File: config.mk
export PLATFORM = sky130hd
export DESIGN_NAME = bus_watchdog
export DESIGN_NICKNAME = d
export VERILOG_FILES = /design/src/rtl/wd_pkg.sv /design/src/rtl/wd_sync2.sv /design/src/rtl/wd_bus_monitor.sv /design/src/rtl/wd_tick_gen.sv /design/src/rtl/bus_watchdog.sv
export SDC_FILE = /design/constraint.sdc
export NUM_CORES = 1
export LEC_CHECK = 0
export CAP_MARGIN = 0
export CORE_MARGIN = 5
export CORE_UTILIZATION = 36
export DETAILED_ROUTE_END_ITERATION = 12
export DONT_BUFFER_PORTS = 1
export SYNTH_ARGS = -nofsm -noshare
export SYNTH_HDL_FRONTEND = slang
export SYNTH_HIERARCHICAL = 1
export SYNTH_SLANG_ARGS = --single-unit
File: constraint.sdc
create_clock -name clk -period 2.1 [get_ports clk]
set_input_delay 0.315 -clock clk [delete_from_list [all_inputs] [get_ports clk]]
set_output_delay 0.315 -clock clk [all_outputs]
set_load 0.005 [all_outputs]
File: src/rtl/wd_pkg.sv
package wd_pkg;
   typedef enum logic [1:0] {
      WD_SHORT = 2'b00,
      WD_MID   = 2'b01,
      WD_LONG  = 2'b10,
      WD_OFF   = 2'b11
   } wd_mode_e;
endpackage

File: src/rtl/wd_sync2.sv
module wd_sync2 #(
   parameter int          WIDTH    = 2,
   parameter logic [WIDTH-1:0] RST_VAL = '1
) (
   input  logic             clk,
   input  logic             rst_n,
   input  logic [WIDTH-1:0] d,
   output logic [WIDTH-1:0] q
);
   if (WIDTH < 1) begin : g_bad_width
      $error("wd_sync2: WIDTH must be at least 1");
   end

   for (genvar i = 0; i < WIDTH; i++) begin : g_bit
      logic meta;
      logic stable;
      always_ff @(posedge clk or negedge rst_n) begin
         if (!rst_n) begin
            meta   <= RST_VAL[i];
            stable <= RST_VAL[i];
         end else begin
            meta   <= d[i];
            stable <= meta;
         end
      end
      assign q[i] = stable;
   end
endmodule

File: src/rtl/wd_bus_monitor.sv
module wd_bus_monitor (
   input  logic clk,
   input  logic rst_n,
   input  logic sda_s,
   input  logic scl_s,
   output logic kick
);
   logic sda_d, scl_d;
   logic in_frame, seen_low, seen_high;
   logic start_c, stop_c, scl_fall, scl_rise;

   assign start_c  = scl_s & scl_d & sda_d & ~sda_s;
   assign stop_c   = scl_s & scl_d & ~sda_d & sda_s;
   assign scl_fall = scl_d & ~scl_s;
   assign scl_rise = ~scl_d & scl_s;

   always_ff @(posedge clk or negedge rst_n) begin
      if (!rst_n) begin
         sda_d     <= 1'b1;
         scl_d     <= 1'b1;
         in_frame  <= 1'b0;
         seen_low  <= 1'b0;
         seen_high <= 1'b0;
         kick      <= 1'b0;
      end else begin
         sda_d <= sda_s;
         scl_d <= scl_s;
         kick  <= 1'b0;
         if (start_c) begin
            in_frame  <= 1'b1;
            seen_low  <= 1'b0;
            seen_high <= 1'b0;
         end else if (stop_c) begin
            kick      <= in_frame & seen_high;
            in_frame  <= 1'b0;
            seen_low  <= 1'b0;
            seen_high <= 1'b0;
         end else if (in_frame) begin
            if (scl_fall) seen_low <= 1'b1;
            if (scl_rise && seen_low) seen_high <= 1'b1;
         end
      end
   end


   bare_pair_no_kick_chk: assert property (@(posedge clk) disable iff (!rst_n)
      (stop_c && !seen_high) |=> !kick);


   kick_needs_frame_chk: assert property (@(posedge clk) disable iff (!rst_n)
      kick |-> $past(in_frame));
endmodule

File: src/rtl/wd_tick_gen.sv
module wd_tick_gen #(
   parameter int PRESCALE = 4
) (
   input  logic clk,
   input  logic rst_n,
   input  logic clear,
   output logic tick
);
   localparam int PW = (PRESCALE > 1) ? $clog2(PRESCALE) : 1;

   if (PRESCALE < 1) begin : g_bad_prescale
      $error("wd_tick_gen: PRESCALE must be at least 1");
   end

   if (PRESCALE == 1) begin : g_direct
      assign tick = ~clear;
   end else begin : g_divide
      logic [PW-1:0] div;
      always_ff @(posedge clk or negedge rst_n) begin
         if (!rst_n)                          div <= '0;
         else if (clear)                      div <= '0;
         else if (div == PW'(PRESCALE - 1))   div <= '0;
         else                                 div <= div + 1'b1;
      end
      assign tick = !clear && (div == PW'(PRESCALE - 1));
   end
endmodule

File: src/rtl/bus_watchdog.sv
module bus_watchdog #(
   parameter int PRESCALE = 1024,
   parameter int PERIOD0  = 1000,
   parameter int PERIOD1  = 4000,
   parameter int PERIOD2  = 16000
) (
   input  logic       clk,
   input  logic       rst_n,
   input  logic       sda_in,
   input  logic       scl_in,
   input  logic       cfg_we,
   input  logic [1:0] cfg_data,
   output logic       wd_n
);
   import wd_pkg::*;

   localparam int CNT_W = $clog2(PERIOD2 + 1);

   if (PERIOD0 < 2 || PERIOD1 <= PERIOD0 || PERIOD2 <= PERIOD1) begin : g_bad_periods
      $error("bus_watchdog: periods must satisfy 2 <= PERIOD0 < PERIOD1 < PERIOD2");
   end

   logic [1:0]       line_s;
   logic             kick, tick, restart, expired;
   wd_mode_e         mode;
   logic [CNT_W-1:0] cnt, limit;

   wd_sync2 #(.WIDTH(2), .RST_VAL(2'b11)) i_sync (
      .clk(clk), .rst_n(rst_n), .d({scl_in, sda_in}), .q(line_s));

   wd_bus_monitor i_mon (
      .clk(clk), .rst_n(rst_n), .sda_s(line_s[0]), .scl_s(line_s[1]), .kick(kick));

   assign restart = kick | cfg_we;

   wd_tick_gen #(.PRESCALE(PRESCALE)) i_tick (
      .clk(clk), .rst_n(rst_n), .clear(restart || mode == WD_OFF), .tick(tick));

   always_comb begin
      case (mode)
         WD_SHORT: limit = CNT_W'(PERIOD0);
         WD_MID:   limit = CNT_W'(PERIOD1);
         default:  limit = CNT_W'(PERIOD2);
      endcase
   end

   always_ff @(posedge clk or negedge rst_n) begin
      if (!rst_n) begin
         mode    <= WD_SHORT;
         cnt     <= '0;
         expired <= 1'b0;
      end else begin
         if (cfg_we) mode <= wd_mode_e'(cfg_data);
         if (restart || mode == WD_OFF) begin
            cnt     <= '0;
            expired <= 1'b0;
         end else if (tick && !expired) begin
            if (cnt == limit - 1'b1) begin
               cnt     <= '0;
               expired <= 1'b1;
            end else begin
               cnt <= cnt + 1'b1;
            end
         end
      end
   end

   assign wd_n = ~expired;


   restart_release_chk: assert property (@(posedge clk) disable iff (!rst_n)
      restart |=> (wd_n && cnt == '0));


   disabled_high_chk: assert property (@(posedge clk) disable iff (!rst_n)
      (mode == WD_OFF && $past(mode == WD_OFF)) |-> wd_n);


   expire_on_tick_chk: assert property (@(posedge clk) disable iff (!rst_n)
      $fell(wd_n) |-> $past(tick));


   expiry_sticky_chk: assert property (@(posedge clk) disable iff (!rst_n)
      (!wd_n && !restart) |=> !wd_n);
endmodule

Word-level counts from Yosys, hierarchy flattened
Cells that the tools add are included.
{ "totals": {"ff_bits": 37, "out_inout_bits": 1, "wordCells": 72} }
{ "op_classes": {"add_sub_neg": 3, "eq_ne": 4, "n_mux": 21, "n_bitwise": 14, "reduce_logical": 16} }
{ "ops": {"columns": ["op", "count"], "rows": [
  ["two-way mux 14 bit", 3],
  ["case mux 14 bit (2 select lines)", 1],
  ["two-way mux 10 bit", 2],
  ["two-way mux 1 bit", 15],
  ["adder 14 x 1 -> 14 bit, second input constant", 1],
  ["equality test 14 bit", 1],
  ["subtractor 14 x 1 -> 14 bit, second input constant", 1],
  ["adder 10 x 1 -> 10 bit, second input constant", 1],
  ["equality test 10 bit, second input constant", 1],
  ["nonzero test 3 bit", 3],
  ["AND 1 bit", 8],
  ["AND reduction 2 bit", 3],
  ["nonzero test 2 bit", 3],
  ["inverter 1 bit", 5],
  ["logical AND 1 bit", 3],
  ["equality test 2 x 1 -> 1 bit, second input constant", 1],
  ["equality test 2 bit, second input constant", 1],
  ["zero test 1 bit", 2],
  ["zero test 2 bit", 1],
  ["logical OR 1 bit", 1],
  ["OR 1 bit", 1]
]} }

Depth between registers and ports, before layout
Gate-level depths: netlist of run 1.
{ "depth": {"word_depth": 7, "ltp_mapped": 9} }

Cells and area by module
The synthesis of run 1 kept the hierarchy.
{ "modules_own_cells": {"columns": ["module", "instances", "cells_per_inst", "area_per_inst_um2"], "rows": [
  ["bus_watchdog", 1, 146, 1257.5],
  ["wd_tick_gen", 1, 50, 491.7],
  ["wd_bus_monitor", 1, 21, 234.0],
  ["wd_sync2", 1, 6, 120.1]
]} }

Worst setup path after synthesis of run 1
OpenSTA, ideal clock, no wires.
{ "synth_timing": {"path_type": "reg-to-reg", "from": "register mode[1]", "to": "register cnt[10]", "setup_ns": 0.096, "arrival_time_ns": 1.972, "t_required_ns": 2.004, "path_slack_ns": 0.032, "path_stages_with_launch": 9, "n_path_buf": 1, "path_cell_list": "dfrtp_1 buf_6 a211oi_2 inv_2 nor2_1 nand2b_1 nand2_1 o211ai_2 o31ai_1"} }
{ "synth_via": {"word_cells_on_any_way": 14} }
{ "synth_rtl": {"columns": ["item", "line", "text"], "rows": [
  ["start, declared", "bus_watchdog.sv:25", "wd_mode_e mode;"],
  ["start signal, assigned", "bus_watchdog.sv:53", "if (cfg_we) mode <= wd_mode_e'(cfg_data);"],
  ["equality test 2 bit", "bus_watchdog.sv:37", ".clk(clk), .rst_n(rst_n), .clear(restart || mode == WD_OFF), .tick(tick));"],
  ["logical OR 1 bit", "bus_watchdog.sv:37", null],
  ["zero test 1 bit", "wd_tick_gen.sv:25", "assign tick = !clear && (div == PW'(PRESCALE - 1));"],
  ["logical AND 1 bit", "wd_tick_gen.sv:25", null],
  ["via tick", "bus_watchdog.sv:24", "logic kick, tick, restart, expired;"],
  ["logical AND 1 bit", "bus_watchdog.sv:57", "end else if (tick && !expired) begin"],
  ["nonzero test 2 bit (no source line)", null, null],
  ["end signal, assigned", "bus_watchdog.sv:62", "cnt <= cnt + 1'b1;"],
  ["end, declared", "bus_watchdog.sv:26", "logic [CNT_W-1:0] cnt, limit;"]
]} }
The timed path passes the listed nets, and every way through them passes these cells. The select of a mux whose other input is x is not followed.
A chain may end at the register's enable or synchronous reset.

Worst setup path in the final report of run 1
{ "layout_timing": {"from": "register mode[1]", "to": "register expired"} }
{ "layout_via": {"elab_chain_cells": 7, "word_cells_on_any_way": 14} }
{ "layout_rtl": {"columns": ["item", "line", "text"], "rows": [
  ["branches (longest 7 deep; another with subtractor 14 x 1 -> 14 bit)", null, null],
  ["end signal, assigned", "bus_watchdog.sv:51", "expired <= 1'b0;"],
  ["end signal, assigned", "bus_watchdog.sv:56", "expired <= 1'b0;"],
  ["end signal, assigned", "bus_watchdog.sv:60", "expired <= 1'b1;"],
  ["end, declared", "bus_watchdog.sv:24", null]
]} }
Several ways; the timed one is not identified.

==> results of run 1 <==
==> how the worst max path moves through the flow <==
stage | depth (start not counted) | end | startpoint
final | 6 | expired | mode[1]
after global routing | 8 | cnt[10] | i_tick/g_divide.div[0]
after CTS | 9 | cnt[6] | i_tick/g_divide.div[0]
after detailed placement | 9 | cnt[6] | i_tick/g_divide.div[0]
after global placement | 8 | cnt[6] | i_tick/g_divide.div[0]
after floorplan | 8 | cnt[10] | mode[1]
==> where the power goes <==
group	internal, mW	switching (mW)	leakage [nW]
registers	0.745	0.0444	0.487
logic	0.0617	0.0823	0.414
clock network	0.478	0.271	0.0687
total	1.28	0.398	0.970
==> timing repair <==
| action | CTS | global route |
|---|---|---|
| hold buffers | 4 | 0 |
| gates resized for setup | 0 | 2 |
| hold endpoints to repair | 39 | 0 |
| setup endpoints to repair | 0 | 4 |
==> worst max-delay path, cell delays in order, from the launching register on <==
cell	delay (ns)
dfrtp_1	0.44
buf_4	0.18
or3_1	0.33
a21oi_2	0.24
nor2_2	0.13
or3b_1	0.39
a21oi_1	0.16
==> area by class of cell <==
type / count / area (um^2)
sequential: 37 / 933
clock buffer: 5 / 68.8
multi-input combinational: 168 / 1090
tap: 72 / 90.1
inverter: 7 / 26.3
clock inverter: 3 / 68.8
fill: 561 / 3170
timing repair buffer: 19 / 163
==> through the flow <==
stage | std cells | worst slack, ns
floorplan | 223 | 0.0322
global placement | 299 | 0.171
detailed placement | 299 | 0.137
CTS | 311 | 0.121
global route | 311 | 0.0142
finish | 311 | 0.152
==> sequential cells by signal, summed over array words and instances, names as in the netlist <==
signal and flops:
i_mon/seen_high 1, cnt 14, i_tick/g_divide.div 10, i_sync/g_bit.stable 2
i_mon/in_frame 1, i_mon/kick 1, i_mon/sda_d 1, i_sync/g_bit.meta 2
i_mon/scl_d 1, i_mon/seen_low 1, mode 2, expired 1
==> routing by layer <==
metal / track usage, % / share of wire, % / vias up
met5: 0 / 0 / -
met4: 5.81 / 1.6 / 0
met3: 2.85 / 4.0 / 7
met2: 22.7 / 48 / 26
met1: 16.9 / 46 / 882
li1: - / - / 862
==> cells in the final DEF (no fill, tap or decap), types with 4 or more instances in the layout <==
master    instances
a21oi_1          11
a221oi_1          4
a31oi_1           4
and3_1            8
and4_1            4
buf_4            15
clkbuf_8          5
dfrtp_1          31
dfstp_2           6
inv_1             6
nand2_1          18
nand2b_1          7
nand3_1          17
nand4_1           4
nor2_1           16
o211ai_1          7
o21ai_0           8
o31ai_1           7
==> kinds of logic after synthesis <==
family / synth area share (%)
adders and majority gates: 1.19
buffers and inverters: 4.04
AOI/OAI and AO/OA: 20.2
DFF: 44.4
and+or+nand+nor: 26.1
xor gates and xnor gates: 1.67
muxes: 2.50
==> results.yml, run 1 <==
status:
  outcome: "completed"
flow_run:
  drv_cap: 0
synthesis:
  syn_inst: 223
  syn-cell-area_mm2: 0.00210
  synth-seq-area-share_pct: 44.4
  synth.area.top_cells: "dfrtp_1 37%, dfstp_2 7.5%, nand3_1 4.0%, nand2_1 3.2%, nor2_1 3.0%"
  syn_avg_cell_area_um2: 9.43
  ys.flop_type: "dfrtp_1"
  synth_top_area_cell: "dfrtp_1"
  synth_edf_count: 0
  synth.most_common_cell: "dfrtp_1"
  synthTopCellsByCount: "31 x dfrtp_1, 18 x nand2_1, 17 x nand3_1, 17 x nor2_1, 11 x a21oi_1"
  synthDistinctLibCells: 54
  syn-num-nets: 232
  synthDominantCellAreaShare_pct: 36.9
  synth_seq_cells: 37
  postSynth.asyncResetShare_pct: 100
  ys_warn_count: 6
timing:
  timing.final.crit_share_pct: 92.8
  finalHoldViolations: 0
  min_period_ns: 1.95
  setup_viol: 0
  max_freq_mhz: 513
  finalSetupTns_ns: 0
  slew_headroom_pct: 71.2
  rsz0062_at_grt: "false"
  fin_worst_skew_ns: 0.00271
  tightest_slew_ns: 0.431
  whs_ns: 0.167
  slew_violations: 0
clock_tree:
  cts_tree: "done"
  clkSinkCount: 37
  cts_htree_levels: 2
  cts_buffers: 5
  clkSlewWorstSetupHoldPaths_ns: 0.08
  cts_root_buffer: "clkbuf_8"
  clock_path_buffers: 2
  post-cts-setup-buffers: 0
  worstSkewPairLatency_ns: 0.29
setup_path:
  crit_required_ns: 2.32
  r2r_cells: 6
  regToRegEndpoint: "expired"
  arrival_ns: 2.17
  r2r-start: "mode[1]"
  rrSetupSlack_ns: 0.15
  cp_max_fo: 9
  end_kind: "flop"
  worstSetupStartpointType: "flop"
  critPathKind: "flop to flop"
place:
  dp_hpwl_um: 3200
  place_congestion: 0.811
  portBuffers: 0
  placed_area_mm2: 0.00225
detailed_routing:
  detail-route-antenna-nets: 0
  route.detailed.drc: 0
  avgRoutedWirePerCell_um: 14.8
  num_vias: 1777
  dr.pass1.iters: 4
  drt_wl_total_um: 4600
  viasPerCell: 5.71
  drt_iter0_drc: 75
global_route:
  antenna_found_initial: 0
  grt_start_max_net_pins: 38
  grt_usage_pct: 13.6
  overflow: 0
  grt_pass1_wl_um: 8100
  grt_pass1_vias: 1767
cells_and_area:
  area_growth_pct: 16.0
  finish.utilization_pct: 43.5
  fin_area_mm2: 0.00244
  layout.nets: 247
  antenna_cells: 0
  layout-drive-gt1-share_pct: 20.5
worst_hold_path:
  min_path_cells: 1
  holdPathEnd: "mode[1]"
  hp-class: "input pin to flop"
  min_from: "cfg_data[1]"
power_and_ir_drop:
  cellLeakagePower_nw: 0.970
  p_per_area_mw_per_mm2: 690
  ir_drop_uv: 404
  power.total_mw: 1.68
floorplanning:
  fp.coreArea_mm2: 0.00561
  die-area_mm2: 0.00747
  io_pins: 8
  start_util_pct: 37.5
  die_x_um: 86.4
  chipHeight_um: 86.4
  rows: 27
Note: power is estimated with default switching activity, not from simulation.
==> run 2: changes to the inputs <==
--- a/config.mk
+++ b/config.mk
@@ -6,10 +6,14 @@
 export NUM_CORES = 1
 export LEC_CHECK = 0
 export CAP_MARGIN = 0
+export CELL_PAD_IN_SITES_DETAIL_PLACEMENT = 0
+export CELL_PAD_IN_SITES_GLOBAL_PLACEMENT = 1
 export CORE_MARGIN = 5
 export CORE_UTILIZATION = 36
+export CTS_CLUSTER_SIZE = 25
 export DETAILED_ROUTE_END_ITERATION = 12
 export DONT_BUFFER_PORTS = 1
+export PLACE_DENSITY_LB_ADDON = 0.1
 export SYNTH_ARGS = -nofsm -noshare
 export SYNTH_HDL_FRONTEND = slang
 export SYNTH_HIERARCHICAL = 1
==> results.yml, run 2 (same netlist as run 1, synthesis figures left out) <==
clock_tree:
  cts_buffers: 5
  clkSlewWorstSetupHoldPaths_ns: 0.08
  clkSinkCount: 37
  clock_path_buffers: 2
  cts_htree_levels: 2
  cts_root_buffer: "clkbuf_8"
  post-cts-setup-buffers: 0
  worstSkewPairLatency_ns: 0.29
  cts_tree: "done"
floorplanning:
  chipHeight_um: 86.4
  die-area_mm2: 0.00747
  start_util_pct: 37.5
  fp.coreArea_mm2: 0.00561
  die_x_um: 86.4
  rows: 27
  io_pins: 8
cells_and_area:
  fillers: 567
  layout.nets: 248
  instances_no_fill: 312
  layout-drive-gt1-share_pct: 20.4
  reg_top3: "cnt: 14 flops, i_tick/g_divide.div: 10 flops"
  fin_area_mm2: 0.00242
  finish.utilization_pct: 43.2
  area_growth_pct: 15.1
  antenna_cells: 0
  largest_reg_flops: 14
  mostFrequentLayoutCell: "dfrtp_1"
  mostFrequentLayoutCells: "30 x dfrtp_1, 18 x nand2_1, 17 x nand3_1, 17 x nor2_1, 16 x buf_4"
  regMostFlops: "cnt"
timing:
  fin_worst_skew_ns: 0.0128
  setup_viol: 0
  slew_violations: 0
  tightest_slew_ns: 0.484
  slew_headroom_pct: 67.6
  timing.final.crit_share_pct: 93.8
  finalHoldViolations: 0
  min_period_ns: 1.97
  rsz0062_at_grt: "false"
  max_freq_mhz: 508
  finalSetupTns_ns: 0
setup_path:
  cpMostUsedCell: "buf_4"
  critPathKind: "flop to flop"
  crit_chain: "buf_4 > or3_1 > a21oi_2 > buf_4 > and4b_1 > a221oi_1 > o31ai_1"
  arrival_ns: 2.13
  cpPeakStageDelay_ns: 0.46
  cp_top_family: "compound AO/OA/AOI/OAI gates"
  critical_path_buf_inv_count: 2
  end_kind: "flop"
  slowest_stage: "dfrtp_2"
  worstSetupStartpointType: "flop"
  cp_max_fo: 7
  crit_required_ns: 2.26
detailed_routing:
  dr.pass1.iters: 4
  drt_iter0_drc: 119
  num_vias: 1788
  viasPerCell: 5.73
  detail-route-antenna-nets: 0
  avgRoutedWirePerCell_um: 16.2
  route.detailed.drc: 0
  drt_wl_total_um: 5040
flow_run:
  drv_cap: 0
power_and_ir_drop:
  p_per_area_mw_per_mm2: 643
  cellLeakagePower_nw: 0.964
  ir_drop_uv: 422
worst_hold_path:
  hp-class: "input pin to flop"
global_route:
  grt_start_max_net_pins: 38
  overflow: 0
  grt_pass1_vias: 1835
  grt_pass1_wl_um: 8640
  grt_usage_pct: 14.7
  antenna_found_initial: 0
place:
  dp_hpwl_um: 3610
  dp.cells: 300
  place_congestion: 0.884
  portBuffers: 0
  placed_area_mm2: 0.00225
status:
  outcome: "completed"
run 2: cell count changes in the layout (fill, tap and decap cells not counted), sizes merged:
cell	before	now
bufinv	2	1
inv	8	7
clkinv	0	1
clkinvlp	0	1
buf	16	17
run 2: cell type report:
cell class | count | area, um^2 | share of cell area (%)
multi-input cells | 168 | 1080 | 44.8
clock buffers | 5 | 68.8 | 2.84
well taps | 72 | 90.1 | 3.72
repair buffers | 20 | 170 | 7.03
flip-flops and latches | 37 | 935 | 38.6
inverters | 7 | 26.3 | 1.09
clock inverters | 3 | 46.3 | 1.91
run 2: worst paths after layout:
kind	from	end	slack, ns	cells past startpoint
hold reg to reg	i_sync/g_bit[1].meta	i_sync/g_bit[1].stable	0.36	0
setup reg to reg	mode[1]	cnt[6]	0.13	7
setup / recovery	mode[1]	cnt[6]	0.13	7
max in group asynchronous	rst_n	i_sync/g_bit[1].stable	1.35	2
min in group asynchronous	rst_n	cnt[11]	0.47	2
hold / removal	cfg_data[1]	mode[1]	0.17	1
run 2: per-stage QoR:
stage	hold slack, ns	setup slack, ns	power (mW)
3_5_place_dp	0.0207	0.106	0.926
2_1_floorplan	0.0194	0.0322	0.888
3_3_place_gp	0.0207	0.220	0.921
5_1_grt	0.154	0.00183	1.64
6_report	0.168	0.130	1.56
4_1_cts	0.00421	0.0833	1.58
run 2: per-layer routing:
layer	vias up	part of all wire (%)	track usage, %
met2	36	52	24.9
met4	0	0.97	5.38
met3	5	3.1	3.33
met5	-	0	0
li1	866	-	-
met1	881	44	18.2
run 2: report_power, final:
group          internal (mW)  switching [mW]
Combinational         0.0602          0.0839
Clock                  0.355           0.267
Sequential             0.746          0.0460
Total                   1.16           0.396
run 2: what timing repair did:
item | 4_1_cts | 5_1_grt
endpoints found under the setup margin | 0 | 3
hold buffers | 2 | 2
gates resized for setup | 0 | 2
hold endpoints to repair | 37 | 2
run 2: worst register-to-register path, stage by stage (launching register included):
cell      delay [ns]
dfrtp_2         0.46
buf_4           0.17
or3_1           0.32
a21oi_2         0.18
buf_4           0.16
and4b_1         0.19
a221oi_1        0.24
o31ai_1         0.12
